`src/rtl/cfg_route_pkg.sv`:
```
package cfg_route_pkg;
    localparam int BUS_W  = 8;
    localparam int DEV_W  = 5;
    localparam int FN_W   = 3;
    localparam int REG_W  = 12;
    localparam int SIZE_W = 3;
    localparam int DATA_W = 32;
    localparam int BYTES  = DATA_W / 8;
    localparam int OFF_W  = $clog2(BYTES);
    localparam int ECAM_W = BUS_W + DEV_W + FN_W + REG_W;

    typedef enum logic [1:0] {
        CFG_OK      = 2'd0,
        CFG_BAD_REG = 2'd1,
        CFG_NO_DEV  = 2'd2
    } cfg_status_e;

    typedef enum logic [2:0] {
        ST_IDLE,
        ST_CHECK,
        ST_LOC_READ,
        ST_LOC_WRITE,
        ST_REMOTE,
        ST_RESPOND
    } route_state_e;

    typedef struct packed {
        logic              write;
        logic [BUS_W-1:0]  bus;
        logic [BUS_W-1:0]  primary;
        logic [DEV_W-1:0]  dev;
        logic [FN_W-1:0]   func;
        logic [REG_W-1:0]  regno;
        logic [SIZE_W-1:0] size;
        logic [DATA_W-1:0] wdata;
    } cfg_req_t;
endpackage

```
`src/rtl/cfg_req_check.sv`:
```
module cfg_req_check
    import cfg_route_pkg::*;
(
    input  cfg_req_t           req,
    input  logic [BUS_W-1:0]   root_bus,
    output cfg_status_e        status,
    output logic               go_local,
    output logic               full_word,
    output logic [OFF_W-1:0]   lane_off,
    output logic [BYTES-1:0]   lane_be,
    output logic [ECAM_W-1:0]  ecam_addr
);
    logic             size_ok;
    logic             aligned;
    logic             near_root;
    logic [BYTES-1:0] width_be;

    always_comb begin
        size_ok   = (req.size != '0)
                 && ((req.size & (req.size - SIZE_W'(1))) == '0)
                 && (req.size <= SIZE_W'(BYTES));
        aligned   = (req.regno[OFF_W-1:0] & OFF_W'(req.size - SIZE_W'(1))) == '0;
        near_root = (req.bus == root_bus) || (req.primary == root_bus);

        // Device legality wins over size and alignment
        if (near_root && (req.dev != '0))
            status = CFG_NO_DEV;
        else if (!size_ok || !aligned)
            status = CFG_BAD_REG;
        else
            status = CFG_OK;

        for (int i = 0; i < BYTES; i++)
            width_be[i] = size_ok && (SIZE_W'(i) < req.size);

        lane_off  = req.regno[OFF_W-1:0];
        lane_be   = width_be << lane_off;
        full_word = (req.size == SIZE_W'(BYTES));
        go_local  = (req.bus == root_bus);
        ecam_addr = {req.bus, req.dev, req.func, req.regno};
    end
endmodule

```
`src/rtl/cfg_lane_unit.sv`:
```
module cfg_lane_unit
    import cfg_route_pkg::*;
(
    input  logic [BYTES-1:0]  lane_be,
    input  logic [OFF_W-1:0]  lane_off,
    input  logic [DATA_W-1:0] wdata,
    input  logic [DATA_W-1:0] word,
    output logic [DATA_W-1:0] lane_wdata,
    output logic [DATA_W-1:0] merged,
    output logic [DATA_W-1:0] rd_field
);
    localparam int SH_W = OFF_W + 3;

    logic [BYTES-1:0]  width_be;
    logic [DATA_W-1:0] bit_mask;
    logic [DATA_W-1:0] width_mask;
    logic [SH_W-1:0]   shift_bits;

    assign width_be   = lane_be >> lane_off;
    assign shift_bits = {lane_off, 3'b000};

    for (genvar g = 0; g < BYTES; g++) begin : g_byte
        assign bit_mask[8*g +: 8]   = {8{lane_be[g]}};
        assign width_mask[8*g +: 8] = {8{width_be[g]}};
    end

    always_comb begin
        lane_wdata = (wdata << shift_bits) & bit_mask;
        merged     = (word & ~bit_mask) | lane_wdata;
        rd_field   = (word >> shift_bits) & width_mask;
    end
endmodule

```
`src/rtl/cfg_route_fsm.sv`:
```
module cfg_route_fsm
    import cfg_route_pkg::*;
(
    input  logic         clk,
    input  logic         rst_n,
    input  logic         req_valid,
    input  cfg_status_e  chk_status,
    input  logic         chk_local,
    input  logic         chk_full,
    input  logic         is_write,
    input  logic         loc_ack,
    input  logic         rem_ack,
    input  logic         rsp_ready,
    output route_state_e state,
    output logic         req_ready,
    output logic         loc_req,
    output logic         loc_we,
    output logic         rem_req,
    output logic         rsp_valid
);
    route_state_e nxt;

    always_ff @(posedge clk) begin
        if (!rst_n) state <= ST_IDLE;
        else        state <= nxt;
    end

    always_comb begin
        nxt = state;
        unique case (state)
            ST_IDLE:      if (req_valid) nxt = ST_CHECK;
            ST_CHECK: begin
                if (chk_status != CFG_OK)      nxt = ST_RESPOND;
                else if (!chk_local)           nxt = ST_REMOTE;
                else if (is_write && chk_full) nxt = ST_LOC_WRITE;
                else                           nxt = ST_LOC_READ;
            end
            ST_LOC_READ:  if (loc_ack) nxt = is_write ? ST_LOC_WRITE : ST_RESPOND;
            ST_LOC_WRITE: if (loc_ack) nxt = ST_RESPOND;
            ST_REMOTE:    if (rem_ack) nxt = ST_RESPOND;
            ST_RESPOND:   if (rsp_ready) nxt = ST_IDLE;
            default:      nxt = ST_IDLE;
        endcase
    end

    always_comb begin
        req_ready = 1'b0;
        loc_req   = 1'b0;
        loc_we    = 1'b0;
        rem_req   = 1'b0;
        rsp_valid = 1'b0;
        unique case (state)
            ST_IDLE:      req_ready = 1'b1;
            ST_CHECK:     ;
            ST_LOC_READ:  loc_req = 1'b1;
            ST_LOC_WRITE: begin loc_req = 1'b1; loc_we = 1'b1; end
            ST_REMOTE:    rem_req = 1'b1;
            ST_RESPOND:   rsp_valid = 1'b1;
            default:      ;
        endcase
    end

    assert_rsp_until_taken_R11: assert property (@(posedge clk) disable iff (!rst_n)
        rsp_valid && !rsp_ready |=> rsp_valid);
    assert_idle_after_rsp_R11: assert property (@(posedge clk) disable iff (!rst_n)
        rsp_valid && rsp_ready |=> req_ready);
    assert_loc_until_ack_R11: assert property (@(posedge clk) disable iff (!rst_n)
        loc_req && !loc_ack |=> loc_req && $stable(loc_we));
    assert_rem_until_ack_R11: assert property (@(posedge clk) disable iff (!rst_n)
        rem_req && !rem_ack |=> rem_req);
endmodule

```
`src/rtl/cfg_access_router.sv`:
```
module cfg_access_router
    import cfg_route_pkg::*;
(
    input  logic              clk,
    input  logic              rst_n,
    input  logic [BUS_W-1:0]  root_bus,
    input  logic              req_valid,
    output logic              req_ready,
    input  logic              req_write,
    input  logic [BUS_W-1:0]  req_bus,
    input  logic [BUS_W-1:0]  req_primary,
    input  logic [DEV_W-1:0]  req_dev,
    input  logic [FN_W-1:0]   req_func,
    input  logic [REG_W-1:0]  req_reg,
    input  logic [SIZE_W-1:0] req_size,
    input  logic [DATA_W-1:0] req_wdata,
    output logic              rsp_valid,
    input  logic              rsp_ready,
    output logic [1:0]        rsp_status,
    output logic [DATA_W-1:0] rsp_rdata,
    output logic              loc_req,
    output logic              loc_we,
    output logic [REG_W-1:0]  loc_addr,
    output logic [DATA_W-1:0] loc_wdata,
    input  logic              loc_ack,
    input  logic [DATA_W-1:0] loc_rdata,
    output logic              rem_req,
    output logic              rem_we,
    output logic [ECAM_W-1:0] rem_addr,
    output logic [BYTES-1:0]  rem_be,
    output logic [DATA_W-1:0] rem_wdata,
    input  logic              rem_ack,
    input  logic [DATA_W-1:0] rem_rdata
);
    cfg_req_t          req_q;
    cfg_status_e       status_q;
    logic [DATA_W-1:0] word_q;
    route_state_e      state;

    cfg_status_e       chk_status;
    logic              chk_local;
    logic              chk_full;
    logic [OFF_W-1:0]  lane_off;
    logic [BYTES-1:0]  lane_be;
    logic [ECAM_W-1:0] ecam_addr;
    logic [DATA_W-1:0] lane_wdata;
    logic [DATA_W-1:0] merged;
    logic [DATA_W-1:0] rd_field;

    cfg_req_check u_check (
        .req       (req_q),
        .root_bus  (root_bus),
        .status    (chk_status),
        .go_local  (chk_local),
        .full_word (chk_full),
        .lane_off  (lane_off),
        .lane_be   (lane_be),
        .ecam_addr (ecam_addr)
    );

    cfg_lane_unit u_lanes (
        .lane_be    (lane_be),
        .lane_off   (lane_off),
        .wdata      (req_q.wdata),
        .word       (word_q),
        .lane_wdata (lane_wdata),
        .merged     (merged),
        .rd_field   (rd_field)
    );

    cfg_route_fsm u_fsm (
        .clk        (clk),
        .rst_n      (rst_n),
        .req_valid  (req_valid),
        .chk_status (chk_status),
        .chk_local  (chk_local),
        .chk_full   (chk_full),
        .is_write   (req_q.write),
        .loc_ack    (loc_ack),
        .rem_ack    (rem_ack),
        .rsp_ready  (rsp_ready),
        .state      (state),
        .req_ready  (req_ready),
        .loc_req    (loc_req),
        .loc_we     (loc_we),
        .rem_req    (rem_req),
        .rsp_valid  (rsp_valid)
    );

    always_ff @(posedge clk) begin
        if (!rst_n) begin
            req_q    <= '0;
            status_q <= CFG_OK;
            word_q   <= '0;
        end else begin
            if (req_ready && req_valid) begin
                req_q.write   <= req_write;
                req_q.bus     <= req_bus;
                req_q.primary <= req_primary;
                req_q.dev     <= req_dev;
                req_q.func    <= req_func;
                req_q.regno   <= req_reg;
                req_q.size    <= req_size;
                req_q.wdata   <= req_wdata;
            end
            if (state == ST_CHECK)
                status_q <= chk_status;
            if ((state == ST_LOC_READ) && loc_ack)
                word_q <= loc_rdata;
            if ((state == ST_REMOTE) && rem_ack)
                word_q <= rem_rdata;
        end
    end

    always_comb begin
        case (status_q)
            CFG_NO_DEV:  rsp_rdata = '1;
            CFG_BAD_REG: rsp_rdata = '0;
            default:     rsp_rdata = req_q.write ? '0 : rd_field;
        endcase
    end

    assign rsp_status = status_q;
    assign loc_addr   = {req_q.regno[REG_W-1:OFF_W], {OFF_W{1'b0}}};
    assign loc_wdata  = chk_full ? req_q.wdata : merged;
    assign rem_we     = req_q.write;
    assign rem_addr   = ecam_addr;
    assign rem_be     = lane_be;
    assign rem_wdata  = lane_wdata;

    assert_no_access_on_error_R2: assert property (@(posedge clk) disable iff (!rst_n)
        (loc_req || rem_req) |-> (status_q == CFG_OK));
    assert_local_only_root_R5: assert property (@(posedge clk) disable iff (!rst_n)
        loc_req |-> (req_q.bus == root_bus));
    assert_remote_not_root_R5: assert property (@(posedge clk) disable iff (!rst_n)
        rem_req |-> (req_q.bus != root_bus));
    assert_narrow_reads_first_R6: assert property (@(posedge clk) disable iff (!rst_n)
        $rose(loc_we) && (req_q.size != SIZE_W'(BYTES)) |-> $past(loc_ack));
    assert_full_no_read_R7: assert property (@(posedge clk) disable iff (!rst_n)
        $rose(loc_we) && (req_q.size == SIZE_W'(BYTES)) |-> !$past(loc_req));
    assert_remote_strobes_R8: assert property (@(posedge clk) disable iff (!rst_n)
        rem_req && rem_we |-> ($countones(rem_be) == int'(req_q.size)));
    assert_no_dev_only_nonzero_R4: assert property (@(posedge clk) disable iff (!rst_n)
        rsp_valid && (status_q == CFG_NO_DEV) |-> (req_q.dev != '0));
    assert_loc_addr_hold_R11: assert property (@(posedge clk) disable iff (!rst_n)
        loc_req && !loc_ack |=> $stable(loc_addr) && $stable(loc_wdata));
    assert_rsp_hold_R11: assert property (@(posedge clk) disable iff (!rst_n)
        rsp_valid && !rsp_ready |=> $stable(rsp_status) && $stable(rsp_rdata));
endmodule

```
`config.mk`:
```
export PLATFORM = sky130hd
export DESIGN_NAME = cfg_access_router
export DESIGN_NICKNAME = d
export VERILOG_FILES = /design/src/rtl/cfg_route_pkg.sv /design/src/rtl/cfg_req_check.sv /design/src/rtl/cfg_lane_unit.sv /design/src/rtl/cfg_route_fsm.sv /design/src/rtl/cfg_access_router.sv
export SDC_FILE = /design/constraint.sdc
export NUM_CORES = 1
export LEC_CHECK = 0
export BUFFER_PORTS_ARGS = -buffer_cell sky130_fd_sc_hd__buf_2
export CORE_MARGIN = 1
export CORE_UTILIZATION = 49
export CTS_BUF_LIST = sky130_fd_sc_hd__clkbuf_8 sky130_fd_sc_hd__clkbuf_16
export CTS_CLUSTER_DIAMETER = 150
export DETAILED_ROUTE_END_ITERATION = 10
export PLACE_DENSITY = 0.79
export SLEW_MARGIN = 20
export SYNTH_ARGS = -nofsm -noshare
export SYNTH_HDL_FRONTEND = slang
export SYNTH_SLANG_ARGS = --single-unit
```
`constraint.sdc`:
```
create_clock -name clk -period 3.6 [get_ports clk]
set_clock_uncertainty 0.15 [all_clocks]
set_input_delay 0.36 -clock clk [delete_from_list [all_inputs] [get_ports clk]]
set_output_delay 0.36 -clock clk [all_outputs]
set_load 0.02 [all_outputs]
```
* Yosys cells after proc, flatten, opt, wreduce, memory -nomap -nowiden
Cells that the tools add are included.
Word-level totals: flip-flop bits (word level) 109, bits in latches 0, RAM bits 0, ROM bits 0, input bits 150, word-level logic and storage cells 89, memories 0
Cells by class: add/subtract/negate cells 1, multiply operators 0, div/mod/pow operators 0, magnitude comparators 5, equality and inequality tests 15, shifts and indexed selects 4, multiplexer cells 22, bitwise logic cells 7, reduce and logical (&&, ||, !) cells 24
Operators by type and width (number):
- $mux 32 | 4
- $and 32x32->32 | 3
- $pmux 32 s2 | 1
- $not 32->32 | 1
- $or 32x32->32 | 1
- $shl 32x5->32 | 1
- $shr 32x5->32 | 1
- $mux 3 | 8
- $pmux 3 s6 | 1
- $eq 8x8->1 | 2
- $logic_and 1x1->1 | 11
- $ne 2x2->1 const B | 5
- $eq 3x3->1 const B | 3
- $mux 1 | 7
- $eq 3x2->1 const B | 2
- $logic_not 3->1 | 2
- $lt 1x3->1 const A | 2
- $lt 2x3->1 const A | 2
- $reduce_and 5->1 | 1
- $reduce_bool 5->1 | 1
- $reduce_bool 2->1 | 2
- $shl 4x2->4 | 1
- $shr 4x2->4 | 1
- $and 3x3->3 | 1
- 12 further kinds | 14

* Longest topological paths before layout
Gate-level depths: netlist (run 1).
word-level depth 12, depth in mapped cells 10, mapped depth without buffers 7

* Hierarchy
Synthesis (run 1) repeated with hierarchy kept, for this count alone.
Unflattened totals: cells, all modules 928, area, all modules 7445.9 µm²
By module, submodules not included:
- cfg_access_router | instances 1, cells an instance 599, area an instance 4983.5 µm², seq. area each 2122.0 µm²
- cfg_lane_unit | instances 1, cells an instance 209, area an instance 1555.2 µm², seq. area each 0.0 µm²
- cfg_req_check | instances 1, cells an instance 87, area an instance 653.1 µm², seq. area each 0.0 µm²
- cfg_route_fsm | instances 1, cells an instance 33, area an instance 254.0 µm², seq. area each 60.1 µm²

* Worst setup path after synthesis (run 1)
OpenSTA, ideal clock, no wires.
path type flip-flop to output port, from register req_q[32] (netlist name), to output loc_wdata[24], arrival 2.470 ns, data required time 3.090 ns, slack 0.620 ns, stages on the path, launching flop included 11, path through dfxtp_1 > buf_6 > inv_1 > ha_1 > nor2_1 > a21oi_2 > or4_1 > buf_2 > buf_6 > o22ai_1 > o31a_1
On the way: elaborated cells on any way between the ends 22
RTL lines:
- start, declared | line cfg_access_router.sv:35 | cfg_req_t req_q;
- $sub 3x1->3 | line cfg_req_check.sv:20 | && ((req.size & (req.size - SIZE_W'(1))) == '0)
- $and 3x3->3 | line cfg_req_check.sv:20
- $logic_not 3->1 | line cfg_req_check.sv:20
- $logic_and 1x1->1 | line cfg_req_check.sv:20
- $logic_and 1x1->1 | line cfg_req_check.sv:21 | && (req.size <= SIZE_W'(BYTES));
- $logic_and 1x1->1 | line cfg_req_check.sv:34 | width_be[i] = size_ok && (SIZE_W'(i) < req.size);
- $shl 4x2->4 * | line cfg_req_check.sv:37 | lane_be = width_be << lane_off;
- $and 32x32->32 * | line cfg_lane_unit.sv:28 | lane_wdata = (wdata << shift_bits) & bit_mask;
- net rem_wdata[24] | line cfg_access_router.sv:31 | output logic [DATA_W-1:0] rem_wdata,
- $or 32x32->32 * | line cfg_lane_unit.sv:29 | merged = (word & ~bit_mask) | lane_wdata;
- $mux 32 * | line cfg_access_router.sv:125 | assign loc_wdata = chk_full ? req_q.wdata : merged;
- end, declared | line cfg_access_router.sv:24 | output logic [DATA_W-1:0] loc_wdata,
Mark *: on every way through the listed nets, which the timed path passes. The rest lies on a longest branch.

* Worst setup path after layout (run 1)
from register req_q[32] (netlist name), to output loc_wdata[8]
On the way: longest elaborated chain between the ends 11, elaborated cells on any way between the ends 22
RTL lines (line):
- $sub 3x1->3 | cfg_req_check.sv:20
- $and 3x3->3 | cfg_req_check.sv:20
- $logic_not 3->1 | cfg_req_check.sv:20
- $logic_and 1x1->1 | cfg_req_check.sv:20
- $logic_and 1x1->1 | cfg_req_check.sv:21
- $logic_and 1x1->1 | cfg_req_check.sv:34
- $shl 4x2->4 | cfg_req_check.sv:37
- $not 32->32 | cfg_lane_unit.sv:29
- $and 32x32->32 | cfg_lane_unit.sv:29
- $or 32x32->32 | cfg_lane_unit.sv:29
- $mux 32 * | cfg_access_router.sv:125
Mark *: on every way between the ends. The rest lies on a longest branch, timed or not.

==> impl_summary.log, run 1 <==
INFO  metric number_of_flops_mapped_to_enable_cells_by_yosys = 0
INFO  metric arrival = 2.93 ns
INFO  metric wire_length_of_the_first_global_routing_pass = 35090 um
INFO  metric die_width = 122.1 um
INFO  metric finalHoldViolCount = 0
INFO  metric worstSetupEndpointType = output pin
INFO  metric largest_net_degree_at_the_start_of_global_routing = 66
INFO  metric syn_area = 7064 um^2
INFO  metric count_of_non_filler_cells_in_the_finished_layout = 1300
INFO  metric setup_viol_count_final = 0
INFO  metric setup_ws = 0.1633 ns
INFO  metric dpl.cell_count = 1284
INFO  metric postSynth.topFlopCell = dfxtp_1
INFO  metric leakage = 4.418 nW
INFO  metric globalRouteTotalUtil = 0.3123
INFO  metric yosys.cell_types.count = 51
INFO  metric clk_transition_reported_paths = 0.08 ns
INFO  metric grt.overflow.total = 0
INFO  metric fillers = 1321
INFO  metric critical_path_peak_fanout = 11
INFO  metric antenna_violations_before_repair = 0
INFO  metric numCtsBuffers = 9
INFO  metric number_of_sinks_on_the_clock_net = 109
INFO  metric crit_required = 3.09 ns
INFO  metric layout.nets = 1270
INFO  metric initial_utilization = 0.5050
INFO  metric detailroute.via_count = 7285
INFO  metric detail_route.wl_per_cell = 18.33 um
INFO  metric syn_inst = 900
INFO  metric grt_setup_unrepaired = no
INFO  metric synth_compound_gate_area_share = 0.2453
INFO  metric root_buffer_master = clkbuf_16
INFO  metric multiInputGateArea = 4257 um^2
INFO  metric route.detailed.vias_per_inst = 5.604
INFO  metric synth.top_cells.by_area = dfxtp_1 (31%), nand2_1 (12%), mux2i_1 (9.1%)
INFO  metric timing.fmax = 291.0 MHz
INFO  metric numPortBuffers = 295
INFO  metric critical_path_buf_inv_count = 3
INFO  metric post_synth.cell_area_avg = 7.849 um^2
INFO  metric worst_slew_pin_slew = 0.8410 ns
INFO  metric clock_latency = 0.36 ns
INFO  metric ir_drop = 0.2808 mV
INFO  metric muxShareOfSynthArea = 0.1178
INFO  metric place_area = 8353 um^2
INFO  metric cpLargestDelayFamily = simple AND/OR/NAND/NOR gates
INFO  metric htree_levels = 3
INFO  metric synth_top_family_by_area = compound AO/OA/AOI/OAI gates
INFO  metric basic_gate_share_of_the_synthesized_area_counting_and_or_nand_and_nor_cells = 0.2065
INFO  metric synth_async_sr_flop_share = 0
INFO  metric outcome = finished clean
INFO  metric post-route-min-period = 3.437 ns
INFO  metric drtIter0Drc = 582
INFO  metric ys_seq_area_frac = 0.3089
INFO  metric final_design_instance_area_without_fill = 8673 um^2
INFO  metric final_antenna_net_count = 0
INFO  metric final-seq-area = 2186 um^2
INFO  metric first_global_vias = 6453
INFO  metric synthDominantCellAreaShare = 0.3089
INFO  metric post_synth_xor_area_fraction = 0.01984
INFO  metric synthDominantAreaCellType = dfxtp_1
INFO  metric wl = 23830 um
INFO  metric core_area = 13990 um^2
INFO  metric dp_worst_setup_slack = 0.4303 ns
INFO  metric report.power.total = 3.353 mW
INFO  metric startpoint_type = flip-flop
INFO  metric tns = 0 ns
INFO  metric crit_slowest_cell = or4_1
INFO  metric io_pins = 298
INFO  metric antenna-diode-count = 0
INFO  metric yosysWarnings = 0
INFO  metric arithmetic_cell_share_of_the_synthesized_area_counting_full_adders_half_adders_and_majority_gates = 0.008856
INFO  metric dieArea = 14900 um^2
INFO  metric cts_hold_buffers = 0
INFO  metric r2r_slack = 1.36 ns
INFO  metric max_cap_violations = 0
INFO  metric tritoncts = built
INFO  metric worst_hold_check_slack = 0.08216 ns
INFO  metric slowest_delay = 0.60 ns
INFO  metric final_min_period_over_clock_period = 0.9546
INFO  metric synth-seq-cells = 109
INFO  metric area_delta_synth_final = 22.78%
INFO  metric buffers_inserted_by_post_cts_timing_repair = 0
INFO  metric final_report_max_slew_violation_count = 0
INFO  metric height_of_the_chip = 122.1 um
INFO  metric cts_max_path_buffers = 2
INFO  metric worstPathCellList = inv_1 -> ha_1 -> nor2_1 -> a21oi_2 -> or4_1 -> buf_4 -> mux2i_1 -> o2bb2ai_1 -> buf_2
INFO  metric rows = 43
INFO  metric setup.worst_path.class = reg -> out
INFO  metric drcViolationCount = 0
INFO  metric fin_util = 0.6200
INFO  metric post_route_cells_drive_above_1_share = 0.3250
INFO  metric worst_hold_path_type = in -> reg
INFO  metric powerDensity = 386.6 nW/um^2
INFO  metric gp_congestion = 0.9928
INFO  metric max_slew_margin = 0.4394
INFO  metric detail_route.first_pass.iterations = 5
INFO  metric place.detailed.hpwl = 17800 um
[cell usage after synthesis, types with 2 or more instances]
cell type	number
a21oi_1	17
and3_1	9
or3_1	10
nand3_1	3
o22ai_1	12
or4_1	4
ha_1	5
o211a_1	33
nor4_1	2
a211oi_1	2
nand4_1	5
o21ai_0	37
and2_1	20
xnor2_1	16
a22o_1	7
dfxtp_1	109
o2bb2ai_1	7
a21o_1	8
buf_1	6
o31a_1	15
o21ai_2	2
a221o_1	8
buf_6	2
nand2_1	218
mux2_2	17
buf_4	41
nor4_2	2
a31oi_1	4
a21boi_0	72
inv_1	14
mux2i_1	64
nor2_1	36
or2_1	2
nand2b_1	5
clkbuf_1	51
nor2b_1	4
nor3_1	8
buf_2	10
[worst paths after layout]
check	from	end	cells after the start
min	rem_rdata[0]	word_q[0]	2
max	req_q[32]	loc_wdata[8]	9
min reg2reg	req_q[49]	req_q[49]	2
max reg2reg	u_fsm.state[0]	req_q[10]	5
[layer usage]
metal,GRT usage,wire length [um],vias up
met1,0.4063,10120,3381
li1,-,-,3515
met5,0,0,-
met3,0.06601,2044,46
met2,0.5000,10980,343
met4,0.1288,690,0
[layout by cell type (no fill, tap or decap), drive strengths merged, types with 2 or more instances in the layout]
cell,count
a211oi,2
a21boi,72
a21o,8
a21oi,18
a221o,8
a22o,7
a31oi,4
and2,20
and3,9
buf,314
clkbuf,9
clkinv,3
conb,2
dfxtp,109
ha,5
inv,16
mux2,17
mux2i,64
nand2,218
nand2b,5
nand3,3
nand4,5
nor2,36
nor2b,4
nor3,8
nor4,4
o211a,33
o21ai,39
o22ai,12
o2bb2ai,7
o31a,15
or2,3
or3,10
or4,4
xnor2,16
[repair_timing]
item                                    in CTS  in global routing
pin swaps                                    0                  0
resized for setup                            1                  2
endpoints found under the setup margin       1                  6
[worst register-to-register path, cell delays in order (launching register included)]
cell,delay (ns)
dfxtp_1,0.42
nor3_1,0.41
nand2_2,0.51
buf_4,0.44
nand2_1,0.12
a21boi_0,0.09
[sequential cells by signal, indices dropped and copies added, names as in the netlist]
name and cells:
req_q 61, loc_addr 10, u_fsm.state 3, rem_we 1
word_q 32, rsp_status 2
[layout make-up]
cell class / count / area share
timing repair buffer: 314 / 0.1896
clock inverter: 7 / 0.009665
tap: 180 / 0.02597
clock buffer: 9 / 0.02597
inverter: 14 / 0.006059
multi-input combinational: 667 / 0.4908
sequential: 109 / 0.2520
[power breakdown]
part	internal (mW)	switching (mW)
Sequential	1.30	0.125
Combinational	0.355	0.534
Clock	0.551	0.492
[kinds of logic after synthesis]
family	Yosys count
AO/OA/AOI/OAI	231
flip-flops	109
AND/OR/NAND/NOR	332
other	1
buffers and inverters	125
adder cells (fa/ha/maj)	5
multiplexers	81
XOR/XNOR	16
Power figures use the tool's default switching activity.
==> inputs of run 2 (changes only) <==
--- a/config.mk
+++ b/config.mk
@@ -12,6 +12,7 @@
 export CTS_CLUSTER_DIAMETER = 150
 export DETAILED_ROUTE_END_ITERATION = 10
 export PLACE_DENSITY = 0.79
+export RECOVER_POWER = 100
 export SLEW_MARGIN = 20
 export SYNTH_ARGS = -nofsm -noshare
 export SYNTH_HDL_FRONTEND = slang
==> impl_summary.log, run 2 (synthesis gave the netlist of run 1 again) <==
INFO  metric outcome = finished with violations
INFO  metric violated_checks = max-capacitance violations, max-slew violations
INFO  metric worst_hold_path_type = in -> reg
INFO  metric largest_net_degree_at_the_start_of_global_routing = 66 (unchanged)
INFO  metric gr-max-usage-layer = met2
INFO  metric antenna-diode-count = 0 (unchanged)
INFO  metric final_antenna_net_count = 0 (unchanged)
INFO  metric core_area = 13990 um^2 (unchanged)
INFO  metric clock_latency = 0.36 ns (about the same)
INFO  metric antenna_violations_before_repair = 0 (unchanged)
INFO  metric post-route-min-period = 3.432 ns (-0.004296 ns)
INFO  metric grt.overflow.total = 0 (unchanged)
INFO  metric root_buffer_master = clkbuf_16
INFO  metric clk_transition_reported_paths = 0.08 ns (about the same)
INFO  metric cpLargestDelayFamily = simple AND/OR/NAND/NOR gates
INFO  metric dieArea = 14900 um^2 (unchanged)
INFO  metric worstPathCellList = inv_1 -> ha_1 -> nor2_1 -> a21oi_2 -> or4_1 -> buf_4 -> mux2i_1 -> o2bb2ai_1 -> clkbuf_2
INFO  metric critical_path_peak_fanout = 11 (unchanged)
INFO  metric max_slew_margin = -0.3953 (-0.8346)
INFO  metric cts_hold_buffers = 0 (unchanged)
INFO  metric final_report_max_slew_violation_count = 98 (+98)
INFO  metric rows = 43 (unchanged)
INFO  metric io_pins = 298 (unchanged)
INFO  metric crit_required = 3.09 ns (about the same)
INFO  metric leakage = 3.889 nW (-12%)
INFO  metric rr_worst_depth = 3 (-2)
INFO  metric detail_route.wl_per_cell = 18.31 um (-0.11%)
INFO  metric grt_setup_unrepaired = no
INFO  metric use_met3 = 0.06601 (unchanged)
INFO  metric drtIter0Drc = 538 (-7.6%)
INFO  metric setup_ws = 0.1676 ns (+0.004296 ns)
INFO  metric buffers_inserted_by_post_cts_timing_repair = 0 (unchanged)
INFO  metric cts_max_path_buffers = 2 (unchanged)
INFO  metric numPortBuffers = 295 (unchanged)
INFO  metric gp_congestion = 0.9928 (unchanged)
INFO  metric final_min_period_over_clock_period = 0.9534 (-0.001193)
INFO  metric wl = 23810 um (-0.11%)
INFO  metric layout.nets = 1270 (unchanged)
INFO  metric height_of_the_chip = 122.1 um (unchanged)
INFO  metric setup_viol_count_final = 0 (unchanged)
INFO  metric max_cap_violations = 2 (+2)
INFO  metric drcViolationCount = 0 (unchanged)
INFO  metric arrival = 2.92 ns (about the same)
INFO  metric startpoint_type = flip-flop
INFO  metric setup.worst_path.class = reg -> out
INFO  metric m1_gr_usage = 0.4063 (unchanged)
INFO  metric largest_register_ffs = 61 (unchanged)
INFO  metric place.detailed.hpwl = 17800 um (unchanged)
INFO  metric fin_util = 0.6072 (-0.01288)
INFO  metric worstSetupEndpointType = output pin
INFO  metric cp_depth = 9 (unchanged)
INFO  metric wire_length_of_the_first_global_routing_pass = 35090 um (unchanged)
INFO  metric crit_slowest_cell = or4_1
INFO  metric tritoncts = built
INFO  metric numCtsBuffers = 9 (unchanged)
INFO  metric powerDensity = 392.1 nW/um^2 (+1.4%)
INFO  metric detail_route.first_pass.iterations = 5 (unchanged)
INFO  metric hold_crit_depth = 2 (unchanged)
INFO  metric number_of_sinks_on_the_clock_net = 109 (unchanged)
INFO  metric dp_worst_setup_slack = 0.4303 ns (unchanged)
INFO  metric tns = 0 ns (unchanged)
INFO  metric slowest_delay = 0.60 ns (about the same)
INFO  metric globalRouteMet2Util = 0.5000 (unchanged)
INFO  metric post_route_cells_drive_above_1_share = 0.2134 (-0.1116)
INFO  metric layout_common_cells = nand2_1 (217), buf_2 (168), clkbuf_1 (120), dfxtp_1 (106), a21boi_0 (72)
INFO  metric globalRouteTotalUtil = 0.3123 (unchanged)
INFO  metric largest-register = req_q
INFO  metric critical_path_buf_inv_count = 3 (unchanged)
INFO  metric finalHoldViolCount = 0 (unchanged)
INFO  metric area_delta_synth_final = 20.23%
INFO  metric ir_drop = 0.2788 mV (-0.71%)
INFO  metric detailroute.via_count = 7358 (+1.0%)
INFO  metric route.detailed.vias_per_inst = 5.660 (+1.0%)
INFO  metric worst_slew_pin_slew = 2.088 ns (+1.247 ns)
INFO  metric layout.cells.most_common = nand2_1
INFO  metric initial_utilization = 0.5050 (unchanged)
INFO  metric htree_levels = 3 (unchanged)
INFO  metric die_width = 122.1 um (unchanged)
INFO  metric first_global_vias = 6453 (unchanged)
INFO  metric timing.fmax = 291.3 MHz (+0.13%)
==> run 2: worst paths after layout <==
path | start | to | slack [ns]
max | req_q[32] | loc_wdata[8] | 0.17
min | rem_rdata[0] | word_q[0] | 0.08
max reg2reg | u_fsm.state[2] | word_q[18] | 0.60
min reg2reg | req_q[49] | req_q[49] | 0.32
==> run 2: report_power, final <==
| group | switching, mW | internal [mW] | total (mW) |
|---|---|---|---|
| sequential | 0.125 | 1.30 | 1.42 |
| clock | 0.489 | 0.551 | 1.04 |
| combinational | 0.534 | 0.335 | 0.869 |
==> run 2: area by class of cell <==
cell class,count,area (um^2)
fill,1404,5495
inverter,14,52.55
tap,180,225.2
clock buffer,9,225.2
sequential,109,2186
multi-input combinational,667,4242
clock inverter,7,83.83
timing repair buffer,314,1479
==> run 2: repair_timing <==
item / 4_1_cts / 5_1_grt
setup endpoints to repair: 1 / 6
gates cloned: 0 / 0
resized for setup: 1 / 2
pin swaps: 0 / 0
==> run 2: stage by stage <==
step | total power [mW] | hold slack, ns | area [um^2] | cells
2_1_floorplan | 2.032 | 0.2938 | 7068 | 901
3_3_place_gp | 2.315 | 0.3005 | 8353 | 1284
3_5_place_dp | 2.325 | 0.3056 | 8353 | 1284
4_1_cts | 3.362 | 0.07323 | 8666 | 1300
5_1_grt | 3.488 | 0.07644 | 8493 | 1300
6_report | 3.330 | 0.08249 | 8493 | 1300
==> run 2: routing by layer <==
metal | part of all wire | wire length, um
met4 | 0.028 | 669
met3 | 0.084 | 1995
met2 | 0.46 | 10940
met1 | 0.43 | 10200
met5 | 0 | 0
